**src/rtl/rssi_pkg.sv**
```systemverilog
package rssi_pkg;
  typedef enum logic [1:0] {
    ST_OFF  = 2'd0,
    ST_QUAL = 2'd1,
    ST_CONV = 2'd2,
    ST_HALT = 2'd3
  } rssi_state_e;

  localparam int CODE_W    = 5;
  localparam int VALID_POS = 5;
  localparam int STATUS_W  = 8;
endpackage

```
**src/rtl/rssi_rst_sync.sv**
```systemverilog
module rssi_rst_sync (
  input  logic clk,
  input  logic rst_n,
  output logic rst_sync_n
);
  logic stage_q;

  always_ff @(posedge clk or negedge rst_n) begin
    if (!rst_n) begin
      stage_q    <= 1'b0;
      rst_sync_n <= 1'b0;
    end else begin
      stage_q    <= 1'b1;
      rst_sync_n <= stage_q;
    end
  end
endmodule

```
**src/rtl/rssi_qual_timer.sv**
```systemverilog
module rssi_qual_timer #(
  parameter int QUAL_CYC = 5000,
  parameter int CNT_W    = 13
) (
  input  logic clk,
  input  logic rst_n,
  input  logic arm,
  input  logic carrier,
  output logic qual_hit
);
  logic [CNT_W-1:0] cnt_q;
  logic [CNT_W-1:0] cnt_d;
  logic             at_limit;
  logic             cnt_en;

  assign at_limit = (cnt_q == CNT_W'(QUAL_CYC));
  assign cnt_en   = arm | (cnt_q != '0);

  always_comb begin
    qual_hit = arm & carrier & at_limit;
    if (!arm || !carrier || at_limit) begin
      cnt_d = '0;
    end else begin
      cnt_d = cnt_q + 1'b1;
    end
  end

  always_ff @(posedge clk or negedge rst_n) begin
    if (!rst_n) begin
      cnt_q <= '0;
    end else if (cnt_en) begin
      cnt_q <= cnt_d;
    end
  end
endmodule

```
**src/rtl/rssi_seq_fsm.sv**
```systemverilog
module rssi_seq_fsm
  import rssi_pkg::*;
(
  input  logic        clk,
  input  logic        rst_n,
  input  logic        rx_en,
  input  logic        qual_hit,
  input  logic        force_cd,
  input  logic        adc_done,
  output logic        arm,
  output logic        adc_start,
  output logic        capture
);
  rssi_state_e state_q;
  rssi_state_e state_d;
  logic        launch;

  assign arm     = rx_en & (state_q == ST_QUAL);
  assign launch  = arm & (force_cd | qual_hit);
  assign capture = rx_en & (state_q == ST_CONV) & adc_done;

  always_comb begin
    state_d = state_q;
    if (!rx_en) begin
      state_d = ST_OFF;
    end else begin
      unique case (state_q)
        ST_OFF:  state_d = ST_QUAL;
        ST_QUAL: if (launch) state_d = ST_CONV;
        ST_CONV: if (adc_done) state_d = ST_HALT;
        ST_HALT: state_d = ST_HALT;
        default: state_d = ST_OFF;
      endcase
    end
  end

  always_ff @(posedge clk or negedge rst_n) begin
    if (!rst_n) begin
      state_q   <= ST_OFF;
      adc_start <= 1'b0;
    end else begin
      state_q   <= state_d;
      adc_start <= launch;
    end
  end
endmodule

```
**src/rtl/rssi_result_reg.sv**
```systemverilog
module rssi_result_reg
  import rssi_pkg::*;
#(
  parameter int LOW_LIMIT    = 10,
  parameter int STRONG_LIMIT = 28
) (
  input  logic                clk,
  input  logic                rst_n,
  input  logic                clear,
  input  logic                capture,
  input  logic [CODE_W-1:0]   code_in,
  output logic [STATUS_W-1:0] status,
  output logic                sig_low,
  output logic                sig_quiet,
  output logic                sig_strong
);
  localparam logic [CODE_W-1:0] LOW_L    = CODE_W'(LOW_LIMIT);
  localparam logic [CODE_W-1:0] STRONG_L = CODE_W'(STRONG_LIMIT);

  logic [CODE_W-1:0] code_q;
  logic              valid_q;
  logic              ld_en;

  assign ld_en = clear | capture;

  always_ff @(posedge clk or negedge rst_n) begin
    if (!rst_n) begin
      code_q  <= '0;
      valid_q <= 1'b0;
    end else if (ld_en) begin
      if (clear) begin
        code_q  <= '0;
        valid_q <= 1'b0;
      end else begin
        code_q  <= code_in;
        valid_q <= 1'b1;
      end
    end
  end

  always_comb begin
    status                 = '0;
    status[CODE_W-1:0]     = code_q;
    status[VALID_POS]      = valid_q;
    sig_low                = valid_q & (code_q <  LOW_L);
    sig_quiet              = valid_q & (code_q <= LOW_L);
    sig_strong             = valid_q & (code_q >  STRONG_L);
  end
endmodule

```
**src/rtl/rssi_conv_ctrl.sv**
```systemverilog
module rssi_conv_ctrl #(
  parameter int CLK_MHZ      = 100,
  parameter int QUAL_US      = 50,
  parameter int LOW_LIMIT    = 10,
  parameter int STRONG_LIMIT = 28
) (
  input  logic       clk,
  input  logic       rst_n,
  input  logic       rx_en,
  input  logic       carrier_det,
  input  logic       force_cd,
  input  logic       adc_done,
  input  logic [4:0] adc_code,
  output logic       adc_start,
  output logic [7:0] rssi_status,
  output logic       sig_low,
  output logic       sig_quiet,
  output logic       sig_strong
);
  localparam int QUAL_CYC = CLK_MHZ * QUAL_US;
  localparam int CNT_W    = $clog2(QUAL_CYC + 1);

  logic rst_int_n;
  logic arm;
  logic qual_hit;
  logic capture;

  rssi_rst_sync u_rst (
    .clk        (clk),
    .rst_n      (rst_n),
    .rst_sync_n (rst_int_n)
  );

  rssi_qual_timer #(
    .QUAL_CYC (QUAL_CYC),
    .CNT_W    (CNT_W)
  ) u_timer (
    .clk      (clk),
    .rst_n    (rst_int_n),
    .arm      (arm),
    .carrier  (carrier_det),
    .qual_hit (qual_hit)
  );

  rssi_seq_fsm u_fsm (
    .clk       (clk),
    .rst_n     (rst_int_n),
    .rx_en     (rx_en),
    .qual_hit  (qual_hit),
    .force_cd  (force_cd),
    .adc_done  (adc_done),
    .arm       (arm),
    .adc_start (adc_start),
    .capture   (capture)
  );

  rssi_result_reg #(
    .LOW_LIMIT    (LOW_LIMIT),
    .STRONG_LIMIT (STRONG_LIMIT)
  ) u_result (
    .clk        (clk),
    .rst_n      (rst_int_n),
    .clear      (~rx_en),
    .capture    (capture),
    .code_in    (adc_code),
    .status     (rssi_status),
    .sig_low    (sig_low),
    .sig_quiet  (sig_quiet),
    .sig_strong (sig_strong)
  );
endmodule

```
**config.mk**
```make
export PLATFORM = sky130hd
export DESIGN_NAME = rssi_conv_ctrl
export DESIGN_NICKNAME = d
export VERILOG_FILES = /design/src/rtl/rssi_pkg.sv /design/src/rtl/rssi_rst_sync.sv /design/src/rtl/rssi_qual_timer.sv /design/src/rtl/rssi_seq_fsm.sv /design/src/rtl/rssi_result_reg.sv /design/src/rtl/rssi_conv_ctrl.sv
export SDC_FILE = /design/constraint.sdc
export NUM_CORES = 1
export LEC_CHECK = 0
export ABC_CLOCK_PERIOD_IN_PS = 870
export BUFFER_PORTS_ARGS = -buffer_cell sky130_fd_sc_hd__buf_2
export CAP_MARGIN = 20
export CORE_MARGIN = 3
export CORE_UTILIZATION = 48
export CTS_BUF_LIST = sky130_fd_sc_hd__clkbuf_4 sky130_fd_sc_hd__clkbuf_8 sky130_fd_sc_hd__clkbuf_16
export CTS_CLUSTER_DIAMETER = 50
export CTS_CLUSTER_SIZE = 24
export DETAILED_ROUTE_END_ITERATION = 8
export GPL_ROUTABILITY_DRIVEN = 0
export GPL_TIMING_DRIVEN = 0
export PLACE_DENSITY_LB_ADDON = 0.3
export SLEW_MARGIN = 10
export SYNTH_ARGS = -nofsm -noshare
export SYNTH_HDL_FRONTEND = slang
export SYNTH_SLANG_ARGS = --single-unit
```
**constraint.sdc**
```tcl
create_clock -name clk -period 0.87 [get_ports clk]
set_clock_uncertainty 0.1 [all_clocks]
set_input_delay 0.0435 -clock clk [delete_from_list [all_inputs] [get_ports clk]]
set_output_delay 0.0435 -clock clk [all_outputs]
set_load 0.05 [all_outputs]
```
After elaboration in Yosys (flattened, before gate mapping):

Index checks and enable logic that the tools add are counted.

* output and inout port bits: 12
* input port bits: 11
* word-level logic and storage cells: 44
* register bits after elaboration: 24

* equal/unequal tests: 6
* mux-type cells: 7
* bitwise gates (word level): 13
* $lt $le $gt $ge: 3
* add/subtract/negate cells: 1
* reductions and logical operators: 7

Operators by type and width (count)
* $add A13 B1 Y13 const B: 1
* $eq A13 B13 Y1 const B: 1
* $mux W13: 1
* $reduce_bool A13 Y1: 1
* $and A1 B1 Y1: 9
* $pmux W2 S4: 1
* $mux W2: 3
* $gt A5 B5 Y1 const B: 1
* $le A5 B4 Y1 const B: 1
* $lt A5 B4 Y1 const B: 1
* $mux W5: 1
* $eq A2 B2 Y1 const B: 2
* $ne A3 B2 Y1 const B: 1
* $ne A3 B3 Y1 const B: 1
* $or A1 B1 Y1: 3
* $eq A2 B1 Y1 const B: 1
* $logic_not A1 Y1: 2
* $logic_not A2 Y1: 1
* $logic_or A1 B1 Y1: 2
* $reduce_and A2 Y1: 1
* $mux W1: 1
* $not A1 Y1: 1

Depth between registers and ports, before layout:

* depth in word-level cells: 9
* gate-level depth with buffers: 6

Cells and area by module:

A second synthesis with hierarchy kept.

* cells, all modules: 127
* area total of the unflattened synthesis: 1242.4 sq um

By module, submodules not included
* rssi_qual_timer: area each 737.0 sq um, sequential area each 325.3 sq um, times used 1, cells an instance 77
* rssi_result_reg: area each 310.3 sq um, sequential area each 150.1 sq um, times used 1, cells an instance 31
* rssi_seq_fsm: area each 137.6 sq um, sequential area each 75.1 sq um, times used 1, cells an instance 15
* rssi_rst_sync: area each 53.8 sq um, sequential area each 50.0 sq um, times used 1, cells an instance 3
* rssi_conv_ctrl: area each 3.8 sq um, sequential area each 0.0 sq um, times used 1, cells an instance 1

Least setup slack after synthesis:

Ideal clock, no wire load.

* kind: register to output
* from: reg u_result.code_q[0]
* to: out sig_quiet
* path slack: -1.294 ns
* cell stages (with the launch flop): 3
* data required time: 0.726 ns
* arrival time: 2.021 ns
* cell sequence: dfrtp_1 a21o_1 a211oi_1

* cells in the longest elaborated chain, start to end: 2

RTL lines
* from (decl): RTL line rssi_result_reg.sv:20 `logic [CODE_W-1:0] code_q;`
* from (signal assigned): RTL line rssi_result_reg.sv:35 `code_q <= code_in;`
* $le A5 B4 Y1: RTL line rssi_result_reg.sv:46 `sig_quiet = valid_q & (code_q <= LOW_L);`
* $and A1 B1 Y1: RTL line rssi_result_reg.sv:46
* to (decl): RTL line rssi_conv_ctrl.sv:17 `output logic sig_quiet,`

No other way between the ends.

Final worst setup path:

* from: reg u_timer.cnt_q[0]
* to: reg u_fsm.state_q[0]

* cells in the longest elaborated chain, start to end: 6

RTL lines
* from (decl): RTL line rssi_qual_timer.sv:11 `logic [CNT_W-1:0] cnt_q;`
* from (signal assigned): RTL line rssi_qual_timer.sv:32 `cnt_q <= cnt_d;`
* $eq A13 B13 Y1: RTL line rssi_qual_timer.sv:16 `assign at_limit = (cnt_q == CNT_W'(QUAL_CYC));`
* $and A1 B1 Y1: RTL line rssi_qual_timer.sv:20 `qual_hit = arm & carrier & at_limit;`
* $or A1 B1 Y1: RTL line rssi_seq_fsm.sv:19 `assign launch = arm & (force_cd | qual_hit);`
* $and A1 B1 Y1: RTL line rssi_seq_fsm.sv:19
* $ne A3 B2 Y1 (no line)
* $reduce_and A2 Y1 (no line)
* to (signal assigned): RTL line rssi_seq_fsm.sv:42 `state_q <= state_d;`
* to (decl): RTL line rssi_seq_fsm.sv:14 `rssi_state_e state_q;`

No other way between the ends.
A chain may end at the register's enable or synchronous reset.

==> results.yml <==
status:
  status: "finished, violations left"
  violations: "hold timing, setup timing"
setup_path:
  r2r-start: "u_timer.cnt_q[0]"
  crit_required_ns: 0.98
  path_cells: "inv_2 -> ha_4 -> or4b_4 -> buf_12 -> o41a_1 -> o311a_1"
  ff2ff_path_depth: 6
  critPathKind: "flop to flop"
  worstPathMaxFanout: 3
  cp_slowest_stage_delay_ns: 0.48
  r2r-end: "u_fsm.state_q[0]"
  cp.arrival_ns: 2.21
  slowest_stage: "or4b_4"
  crit_path_start_kind: "flop"
  critPathCaptureType: "flop"
  r2r_slack_ns: -1.23
die:
  start_util_pct: 53.1
  die_w_um: 56.6
  rows: 17
  die-area_mm2: 0.00321
  ios: 23
  die_height_um: 56.6
  core_area_mm2: 0.00232
cells_and_area:
  diodes: 0
  finish.net_count: 175
  stdcell_count: 189
  seq_area_um2: 611
  drive_gt1_share_pct: 42.2
  fillers: 135
  multi_input_area_um2: 711
  flow.area_growth_from_synthesis_pct: 46.5
pwr:
  peakVddDrop_v: 0.00181
  p_per_area_mw_per_mm2: 1540
  p_leak_nw: 0.770
  power_mw: 2.78
min_path:
  hold_path_class: "primary input to flop"
  hp-start: "adc_done"
  min_to: "u_result.valid_q"
  holdPathStages: 3
place:
  dp.cells: 167
  dp_hpwl_um: 1810
  io_buffers: 19
yosys:
  ys_seq_area_share_pct: 48.8
  synth_fa_ha_area_share_pct: 2.03
  syn_inst: 119
  ys_ff_latch: 24
  synth.cell_area_mm2: 0.00123
  synth_ff_type: "dfrtp_1"
  synth_common_cells: "dfrtp_1, nor2_1, nand3_1, xnor2_1, inv_1"
  netlist_top_cells_area: "dfrtp_1, xnor2_1, nor2_1, mux2i_1, nand3_1"
  yosysTopAreaCellShare_pct: 48.8
  synth-edff-count: 0
  synth_compound_gate_area_share_pct: 9.76
  synth-simple-area-share_pct: 23.1
  synth.distinct_cells: 33
  synth.most_common_cell: "dfrtp_1"
  async_reset_ff_share_pct: 100
  synth_top_family_by_area: "simple AND/OR/NAND/NOR gates"
  synthXorXnorAreaFrac_pct: 7.11
  postSynthAreaPerCell_um2: 10.3
  synthMuxAreaShare_pct: 4.07
  synth_top_cell_by_area: "dfrtp_1"
  ys_warn_count: 0
detailed_routing:
  drt-vias-per-instance: 5.62
  drtPass1Iterations: 4
  wirelength_um: 2980
  drt-wirelength-per-cell_um: 15.8
  drc: 0
  vias: 1063
  ant_nets: 0
  drt_iter0_markers: 39
clock_tree:
  cts_tree: "built"
  htree_levels: 1
  hold_buffers: 8
  clkLatencyLatePin_ns: 0.31
  cts-root-buf: "clkbuf_4"
  numCtsBuffers: 3
  clock-sinks: 24
  clock_path_buffers: 2
  clkTransAtPathRegs_ns: 0.13
timing:
  rsz0062_at_grt: "true"
  worst_slack_ns: -1.23
  drv_slew: 0
  fin_crit_ns: 2.10
  setup_viol: 32
  tns_ns: -23.46
  whs_ns: -0.0112
  hold_viol: 1
  clock.fmax_mhz: 477
  finalCritPeriodShare_pct: 241
global_route:
  grt_pass1_vias: 1057
  grt.overflow.total: 0
  grt_first_pass_wirelength_um: 5050
  grt_max_degree: 23
  antenna_found_initial: 0
  grt.total_usage_pct: 20.2
job:
  max_cap_viol_count: 0
[power breakdown]
group	total [mW]	internal [mW]	switching, mW
clock network	0.578	0.256	0.322
registers	1.23	1.17	0.0618
logic	0.971	0.487	0.484
[worst max-delay path by stage]
stage / from / endpoint / slack, ns / depth (start not counted)
after CTS: u_timer.cnt_q[0] / u_timer.cnt_q[7] / -1.26 / 6
after detailed placement: u_timer.cnt_q[0] / u_timer.cnt_q[2] / -1.30 / 6
after global routing: u_timer.cnt_q[1] / u_fsm.state_q[0] / -1.28 / 6
after floorplan: u_timer.cnt_q[0] / u_timer.cnt_q[2] / -1.10 / 6
after global placement: u_timer.cnt_q[0] / u_timer.cnt_q[2] / -1.26 / 6
final: u_timer.cnt_q[0] / u_fsm.state_q[0] / -1.23 / 6
[registers in the layout, summed over array words and instances, names as in the netlist]
register and count:
u_timer.cnt_q 13, u_result.code_q 5, u_fsm.state_q 2, u_fsm.adc_start 1
u_result.valid_q 1, u_rst.rst_sync_n 1, u_rst.stage_q 1
[worst max-delay path: cells and delay by family (launching register included)]
family                   cells  cell delay, ns
buffers and inverters        2            0.22
flip-flops                   1            0.44
AND/OR/NAND/NOR              1            0.48
AO/OA/AOI/OAI                2            0.66
adder cells (fa/ha/maj)      1            0.11
[layer usage]
layer  wire [um]  track usage (%)  vias up
met4          68             7.12        0
li1            -                -      495
met3         169             2.76        9
met1        1140             24.8      510
met2        1600             35.8       49
met5           0                0        -
[final cells by class]
cell class                      instances  area share, %
Buffer                                  3           1.25
Clock buffer                            4           2.01
Inverter                                7           1.46
Multi-Input combinational cell         86           39.4
Sequential cell                        24           33.8
Tap cell                               28           1.94
Timing Repair Buffer                   37           20.1
[cell usage in the layout (no fill, tap or decap), types with 5 or more instances in the layout]
master / count
nor2_1: 12
dlygate4sd3_1: 8
dfrtp_2: 8
buf_2: 9
dfrtp_1: 16
xnor2_1: 8
buf_8: 5
buf_4: 7
nand3_1: 6
buf_6: 10
nor2b_1: 5
[metrics by stage]
step	setup WS [ns]	hold WS [ns]	instance area [um^2]	util, %
2_1_floorplan	-1.10	-0.352	1280	-
3_3_place_gp	-1.26	-0.272	1410	60.7
3_5_place_dp	-1.30	-0.268	1410	60.7
4_1_cts	-1.26	-0.0218	1740	75.2
5_1_grt	-1.28	-0.0168	1800	77.8
6_report	-1.23	-0.0112	1800	77.8
[repair_timing]
| item | CTS | global route |
|---|---|---|
| cloned | 1 | 0 |
| setup endpoints to repair | 54 | 32 |
| pin swaps | 19 | 3 |
| setup buffers | 6 | 5 |
| gates resized for setup | 43 | 12 |
| hold endpoints to repair | 11 | 1 |
[logic make-up after synthesis]
family	Yosys count
other	2
AND/OR/NAND/NOR	51
XOR/XNOR	10
buffers and inverters	11
flip-flops	24
multiplexers	5
AO/OA/AOI/OAI	14
adder cells (fa/ha/maj)	2
Power figures use the tool's default switching activity.
